`src/rtl/cfg_host_pkg.sv`:
```
package cfg_host_pkg;

    localparam logic [1:0] ADDR_SCRATCH = 2'd0;
    localparam logic [1:0] ADDR_CTRL    = 2'd1;
    localparam logic [1:0] ADDR_STATUS  = 2'd2;
    localparam logic [1:0] ADDR_DATA    = 2'd3;

    localparam int CTRL_W = 6;
    localparam int STAT_W = 4;

    // packed from bit 5 down to bit 0
    typedef struct packed {
        logic usr_mode;
        logic bus_hold;
        logic daisy_out;
        logic en_usr;
        logic en_err;
        logic en_req;
    } ctrl_t;

    typedef enum logic [1:0] {
        BUS_IDLE    = 2'd0,
        BUS_HOLD    = 2'd1,
        BUS_RELEASE = 2'd2
    } bus_st_e;

endpackage

```
`src/rtl/chi_bus_ctrl.sv`:
```
module chi_bus_ctrl
    import cfg_host_pkg::*;
(
    input  logic       clk,
    input  logic       rst_n,
    input  logic       cs,
    input  logic       wr,
    input  logic [1:0] addr,
    input  logic       hold_en,
    input  logic       daisy_en,
    input  logic       ser_done,
    output logic       acc,
    output logic       ack,
    output logic       ser_busy,
    output logic       in_hold
);

    typedef struct packed {
        bus_st_e st;
        logic    ack;
        logic    busy;
    } bus_state_t;

    bus_state_t st_d, st_q;
    logic       data_wr;

    always_comb begin
        st_d    = st_q;
        st_d.ack = 1'b0;
        acc     = 1'b0;
        data_wr = cs && wr && (addr == ADDR_DATA);

        case (st_q.st)
            BUS_IDLE: begin
                if (cs) begin
                    acc = 1'b1;
                    if (data_wr && hold_en) begin
                        st_d.st = BUS_HOLD;
                    end else begin
                        st_d.ack = 1'b1;
                        st_d.st  = BUS_RELEASE;
                    end
                end
            end
            BUS_HOLD: begin
                if (ser_done) begin
                    st_d.ack = 1'b1;
                    st_d.st  = BUS_RELEASE;
                end
            end
            BUS_RELEASE: begin
                if (!cs) begin
                    st_d.st = BUS_IDLE;
                end
            end
            default: st_d.st = BUS_IDLE;
        endcase

        if (ser_done) begin
            st_d.busy = 1'b0;
        end
        if (acc && data_wr && daisy_en) begin
            st_d.busy = 1'b1;
        end
    end

    always_ff @(posedge clk) begin
        if (!rst_n) begin
            st_q <= '{st: BUS_IDLE, ack: 1'b0, busy: 1'b0};
        end else begin
            st_q <= st_d;
        end
    end

    assign ack      = st_q.ack;
    assign ser_busy = st_q.busy;
    assign in_hold  = (st_q.st == BUS_HOLD);

endmodule

```
`src/rtl/chi_regfile.sv`:
```
module chi_regfile
    import cfg_host_pkg::*;
#(
    parameter int DATA_W = 8
) (
    input  logic              clk,
    input  logic              rst_n,
    input  logic              acc,
    input  logic              wr,
    input  logic [1:0]        addr,
    input  logic [DATA_W-1:0] wdata,
    input  logic              cfg_done,
    input  logic [STAT_W-1:0] status,
    input  logic [DATA_W-1:0] cfg_rd_data,
    output ctrl_t             ctrl,
    output logic [DATA_W-1:0] rdata,
    output logic              wr_stb,
    output logic [DATA_W-1:0] wr_data,
    output logic              ser_start,
    output logic              data_access,
    output logic              status_read
);

    localparam int CTRL_PAD = DATA_W - CTRL_W;
    localparam int STAT_PAD = DATA_W - STAT_W;

    typedef struct packed {
        logic [DATA_W-1:0] scratch;
        ctrl_t             ctrl;
        logic [DATA_W-1:0] rdata;
        logic              wstb;
        logic [DATA_W-1:0] wdata;
        logic              sstart;
    } reg_state_t;

    reg_state_t rf_d, rf_q;
    logic       wr_acc, rd_acc;
    logic [DATA_W-1:0] rd_mux;

    always_comb begin
        case (addr)
            ADDR_SCRATCH: rd_mux = rf_q.scratch;
            ADDR_CTRL:    rd_mux = {{CTRL_PAD{1'b0}}, rf_q.ctrl};
            ADDR_STATUS:  rd_mux = {{STAT_PAD{1'b0}}, status};
            default:      rd_mux = cfg_rd_data;
        endcase
    end

    always_comb begin
        rf_d        = rf_q;
        rf_d.wstb   = 1'b0;
        rf_d.sstart = 1'b0;
        wr_acc      = acc && wr;
        rd_acc      = acc && !wr;
        data_access = acc && (addr == ADDR_DATA);
        status_read = rd_acc && (addr == ADDR_STATUS);

        if (wr_acc) begin
            case (addr)
                ADDR_SCRATCH: rf_d.scratch = wdata;
                ADDR_CTRL: begin
                    rf_d.ctrl.en_req    = wdata[0];
                    rf_d.ctrl.en_err    = wdata[1];
                    rf_d.ctrl.en_usr    = wdata[2];
                    rf_d.ctrl.daisy_out = wdata[3];
                    rf_d.ctrl.bus_hold  = wdata[4];
                    if (!cfg_done) begin
                        rf_d.ctrl.usr_mode = wdata[5];
                    end
                end
                ADDR_DATA: begin
                    rf_d.wstb   = 1'b1;
                    rf_d.wdata  = wdata;
                    rf_d.sstart = rf_q.ctrl.daisy_out;
                end
                default: ;
            endcase
        end

        if (rd_acc) begin
            rf_d.rdata = rd_mux;
        end
    end

    always_ff @(posedge clk) begin
        if (!rst_n) begin
            rf_q <= '0;
        end else begin
            rf_q <= rf_d;
        end
    end

    assign ctrl      = rf_q.ctrl;
    assign rdata     = rf_q.rdata;
    assign wr_stb    = rf_q.wstb;
    assign wr_data   = rf_q.wdata;
    assign ser_start = rf_q.sstart;

endmodule

```
`src/rtl/chi_irq_ctrl.sv`:
```
module chi_irq_ctrl (
    input  logic clk,
    input  logic rst_n,
    input  logic en_req,
    input  logic en_err,
    input  logic en_usr,
    input  logic daisy_mode,
    input  logic cfg_active,
    input  logic data_req,
    input  logic bs_err,
    input  logic usr_irq_n,
    input  logic data_access,
    input  logic status_read,
    output logic irq_n,
    output logic req_flag,
    output logic err_flag,
    output logic usr_pend
);

    typedef struct packed {
        logic req;
        logic err;
        logic usr;
        logic irq_n;
    } irq_state_t;

    irq_state_t ir_d, ir_q;

    always_comb begin
        ir_d     = ir_q;
        ir_d.usr = !usr_irq_n;

        if (data_access) begin
            ir_d.req = 1'b0;
        end
        if (data_req && daisy_mode) begin
            ir_d.req = 1'b1;
        end

        if (status_read) begin
            ir_d.err = 1'b0;
        end
        if (bs_err && cfg_active) begin
            ir_d.err = 1'b1;
        end

        ir_d.irq_n = !((en_req && ir_q.req && daisy_mode) ||
                       (en_err && ir_q.err && cfg_active) ||
                       (en_usr && ir_q.usr));
    end

    always_ff @(posedge clk) begin
        if (!rst_n) begin
            ir_q <= '{req: 1'b0, err: 1'b0, usr: 1'b0, irq_n: 1'b1};
        end else begin
            ir_q <= ir_d;
        end
    end

    assign irq_n    = ir_q.irq_n;
    assign req_flag = ir_q.req;
    assign err_flag = ir_q.err;
    assign usr_pend = ir_q.usr;

endmodule

```
`src/rtl/cfg_host_if.sv`:
```
module cfg_host_if
    import cfg_host_pkg::*;
#(
    parameter int DATA_W = 8
) (
    input  logic              clk,
    input  logic              rst_n,
    input  logic              hst_cs,
    input  logic              hst_wr,
    input  logic [1:0]        hst_addr,
    input  logic [DATA_W-1:0] hst_wdata,
    output logic [DATA_W-1:0] hst_rdata,
    output logic              hst_ack,
    output logic              hst_irq_n,
    input  logic              cfg_done,
    input  logic              cfg_active,
    input  logic              cfg_daisy_mode,
    input  logic              cfg_data_req,
    input  logic              cfg_bs_err,
    input  logic [DATA_W-1:0] cfg_rd_data,
    output logic              cfg_wr_stb,
    output logic [DATA_W-1:0] cfg_wr_data,
    input  logic              usr_irq_n,
    output logic              usr_mode_en,
    output logic              ser_start,
    input  logic              ser_done
);

    ctrl_t             ctrl;
    logic              acc, data_access, status_read;
    logic              ser_busy, in_hold;
    logic              req_flag, err_flag, usr_pend;
    logic              hold_en, daisy_en, en_any;
    logic [STAT_W-1:0] status;

    assign daisy_en    = ctrl.daisy_out;
    assign hold_en     = ctrl.daisy_out && ctrl.bus_hold;
    assign en_any      = ctrl.en_req || ctrl.en_err || ctrl.en_usr;
    assign status      = {ser_busy, usr_pend, err_flag, req_flag};
    assign usr_mode_en = ctrl.usr_mode;

    chi_bus_ctrl u_bus (
        .clk      (clk),
        .rst_n    (rst_n),
        .cs       (hst_cs),
        .wr       (hst_wr),
        .addr     (hst_addr),
        .hold_en  (hold_en),
        .daisy_en (daisy_en),
        .ser_done (ser_done),
        .acc      (acc),
        .ack      (hst_ack),
        .ser_busy (ser_busy),
        .in_hold  (in_hold)
    );

    chi_regfile #(.DATA_W(DATA_W)) u_regs (
        .clk         (clk),
        .rst_n       (rst_n),
        .acc         (acc),
        .wr          (hst_wr),
        .addr        (hst_addr),
        .wdata       (hst_wdata),
        .cfg_done    (cfg_done),
        .status      (status),
        .cfg_rd_data (cfg_rd_data),
        .ctrl        (ctrl),
        .rdata       (hst_rdata),
        .wr_stb      (cfg_wr_stb),
        .wr_data     (cfg_wr_data),
        .ser_start   (ser_start),
        .data_access (data_access),
        .status_read (status_read)
    );

    chi_irq_ctrl u_irq (
        .clk         (clk),
        .rst_n       (rst_n),
        .en_req      (ctrl.en_req),
        .en_err      (ctrl.en_err),
        .en_usr      (ctrl.en_usr),
        .daisy_mode  (cfg_daisy_mode),
        .cfg_active  (cfg_active),
        .data_req    (cfg_data_req),
        .bs_err      (cfg_bs_err),
        .usr_irq_n   (usr_irq_n),
        .data_access (data_access),
        .status_read (status_read),
        .irq_n       (hst_irq_n),
        .req_flag    (req_flag),
        .err_flag    (err_flag),
        .usr_pend    (usr_pend)
    );

endmodule

```
`config.mk`:
```
export PLATFORM = sky130hd
export DESIGN_NAME = cfg_host_if
export DESIGN_NICKNAME = d
export VERILOG_FILES = /design/src/rtl/cfg_host_pkg.sv /design/src/rtl/chi_bus_ctrl.sv /design/src/rtl/chi_regfile.sv /design/src/rtl/chi_irq_ctrl.sv /design/src/rtl/cfg_host_if.sv
export SDC_FILE = /design/constraint.sdc
export NUM_CORES = 1
export LEC_CHECK = 0
export ABC_AREA = 1
export BUFFER_PORTS_ARGS = -buffer_cell sky130_fd_sc_hd__buf_2
export CAP_MARGIN = 5
export CORE_MARGIN = 1
export CORE_UTILIZATION = 25
export DETAILED_ROUTE_END_ITERATION = 7
export PLACE_DENSITY = 0.53
export SLEW_MARGIN = 25
export SYNTH_ARGS = -nofsm -noshare
export SYNTH_HDL_FRONTEND = slang
export SYNTH_SLANG_ARGS = --single-unit
```
`constraint.sdc`:
```
create_clock -name clk -period 3.47 [get_ports clk]
set_input_delay 0.1735 -clock clk [delete_from_list [all_inputs] [get_ports clk]]
set_output_delay 0.1735 -clock clk [all_outputs]
set_load 0.01 [all_outputs]
```
==> flow_metrics.tcl <==
set metrics [dict create \
    place_congestion 0.751 \
    clock_latency_ns 0.30 \
    drv_slew 0 \
    antenna_found_initial 0 \
    min_from "usr_irq_n" \
    mostFrequentLayoutCell "nand2_1" \
    cap_violations 0 \
    port_buffers 49 \
    fmax_mhz 493 \
    ys_seq_area_share_pct 44.2 \
    postSynthCellCount 256 \
    clock_path_buffers 2 \
    post_drt_wl_per_cell_um 12.0 \
    r2r_slack_ns 1.44 \
    synth_top_area_share_pct 44.2 \
    slew_headroom_pct 42.4 \
    start_util_pct 26.3 \
    num_vias 1676 \
    crit_path_end_kind "flop" \
    drt_wl_total_mm 4.66 \
    cpPeakStageDelay_ns 0.67 \
    postSynthAreaPerCell_um2 7.08 \
    die_w_um 87.2 \
    cts_resized 0 \
    coreArea_um2 6910 \
    cts-htree-levels 2 \
    grt_overflow 0 \
    grt_max_degree 25 \
    pin_count 50 \
    cts_tree "built" \
    crit_top_cell "nor2_1" \
    die_h_um 87.2 \
    cp.required_ns 3.66 \
    power_leakage_nw 1.02 \
    hold_class "in2reg" \
    hpwl_mm 3.44 \
    yosysTopAreaCell "dfxtp_1" \
    critical_path.cell_chain "nor2_1 -> nand3_1 -> clkinv_1 -> nand2_1 -> nor2_1 -> nor2_1" \
    grt_pass1_vias 1549 \
    r2r-end "u_regs.rdata[2]$_SDFFE_PN0P_" \
    postCtsHoldBufs 0 \
    post-cts-setup-buffers 0 \
    cts.sink_count 40 \
    worstRegToRegCells 6 \
    yosysWarnings 0 \
    timing.final.crit_share_pct 58.5 \
    holdPathStages 2 \
    setup_viol 0 \
    ys_ff_latch 40 \
    rsz0062_at_grt "false" \
    syn_to_final_growth_pct 18.2 \
    cts_buffers 5 \
    yosys-top-cells-area "dfxtp_1 44%, nand2_1 14%, nor2_1 8.1%" \
    num_rows 30 \
    crit_family "simple AND/OR/NAND/NOR gates" \
    drt-initial-drc-count 117 \
    power.density_nw_per_um2 458 \
    start_kind "flop" \
    syn_nets 285 \
    crit_fanout 12 \
    arrival_ns 2.22 \
    drc 0 \
    drt_pass1_iterations 4 \
    grt_pass1_wl_mm 7.41 \
    drive_gt1_share_pct 23.6 \
    crit_buf_inv 1 \
    fin_nets 320 \
    r2r-start "u_bus.st_q[2]$_SDFFE_PN0P_" \
    holdPathEnd "u_irq.usr_pend$_SDFF_PN0_" \
    netlist_area_um2 1810 \
    ir_drop_v 0.000149 \
    viasPerCell 4.32 \
    diodes 0 \
    clk_pin_slew_ns 0.09 \
    hold_violations 0 \
    post-route-util_pct 31.0 \
    postRouteAntennaNets 0 \
    cts_root_buffer "clkbuf_8" \
    grt_usage_pct 12.9 \
    cp_slowest_cell "nor2_1" \
    die_area_um2 7600 \
    worstSetupPathType "reg2reg" \
    worst_slew_pin_slew_ns 0.861 \
    tns_ns 0 \
    mostFrequentLayoutCells "67 x nand2_1, 49 x buf_2, 40 x dfxtp_1" \
    outcome "complete, no violations" \
    post-route-min-period_ns 2.03 \
    nFillCells 816 \
    yosys.cell_types.count 19 \
    fin_skew_ns 0.0118 \
]
-- power by group --
group	internal (mW)	switching (mW)	leakage [nW]
registers	0.476	0.00942	0.326
logic	0.0380	0.0703	0.636
clock network	0.214	0.172	0.0552
total	0.728	0.252	1.02
-- worst max-delay path by stage --
stage          cells after the start                        endpoint                       start  slack (ns)
6_report                           6    u_regs.rdata[2]$_SDFFE_PN0P_  u_bus.st_q[2]$_SDFFE_PN0P_        1.44
5_1_grt                            6    u_regs.rdata[3]$_SDFFE_PN0P_  u_bus.st_q[2]$_SDFFE_PN0P_        1.24
4_1_cts                            6    u_regs.rdata[2]$_SDFFE_PN0P_  u_bus.st_q[2]$_SDFFE_PN0P_        1.47
3_5_place_dp                       6    u_regs.rdata[2]$_SDFFE_PN0P_  u_bus.st_q[2]$_SDFFE_PN0P_        1.48
3_3_place_gp                       6    u_regs.rdata[3]$_SDFFE_PN0P_  u_bus.st_q[2]$_SDFFE_PN0P_        1.56
2_1_floorplan                      6  u_regs.wr_data[0]$_SDFFE_PN0P_  u_bus.st_q[2]$_SDFFE_PN0P_        2.34
-- per-stage QoR --
stage / total power, mW / cells / worst slack (ns) / cell area, um^2 / hold slack, ns
2_1_floorplan: 0.570 / 256 / 2.34 / 1810 / 0.246
3_3_place_gp: 0.605 / 380 / 1.56 / 2030 / 0.332
3_5_place_dp: 0.606 / 380 / 1.48 / 2030 / 0.336
4_1_cts: 0.989 / 388 / 1.47 / 2140 / 0.0197
5_1_grt: 1.02 / 388 / 1.24 / 2140 / 0.0210
6_report: 0.980 / 388 / 1.44 / 2140 / 0.0178
-- Yosys cell counts --
cell type and number:
or2_2 2, nand4_1 8, nor2_4 3, inv_1 17, clkinv_1 2, nor2_1 39
clkbuf_1 3, nand2_4 1, nand3_1 14, o21ai_0 20, buf_2 1, buf_4 17
inv_2 2, nand2_2 1, dfxtp_1 40, nand2_1 67, nor2_2 2, nand3_2 2
a21oi_1 15
-- cells by family after synthesis --
| family | synth area share [%] |
|---|---|
| and+or+nand+nor | 33.9 |
| DFF | 44.2 |
| AOI/OAI and AO/OA | 9.66 |
| buffers and inverters | 12.3 |
-- state kept, by name, summed over array words and instances, names as in the netlist, 2 cells and up --
name / cells
u_regs.ctrl: 6
u_regs.rdata: 8
u_regs.wr_data: 8
u_regs.rf_q: 8
u_bus.st_q: 2
-- final cells by class --
cell class | count | area [um^2] | share of cell area (%)
multi-input combinational | 174 | 790 | 36.9
clock inverter | 2 | 35.0 | 1.64
tap | 96 | 120 | 5.61
clock buffer | 6 | 72.6 | 3.39
timing repair buffer | 49 | 245 | 11.4
sequential | 40 | 801 | 37.4
inverter | 21 | 78.8 | 3.68
-- layer usage --
layer / vias to the layer above / track usage, % / wire [um]
met4: 0 / 4.47 / 73
met1: 754 / 17.2 / 2280
met3: 7 / 3.70 / 284
li1: 871 / - / -
met5: - / 0 / 0
met2: 44 / 20.0 / 2010
(Power assumes the default switching activity.)
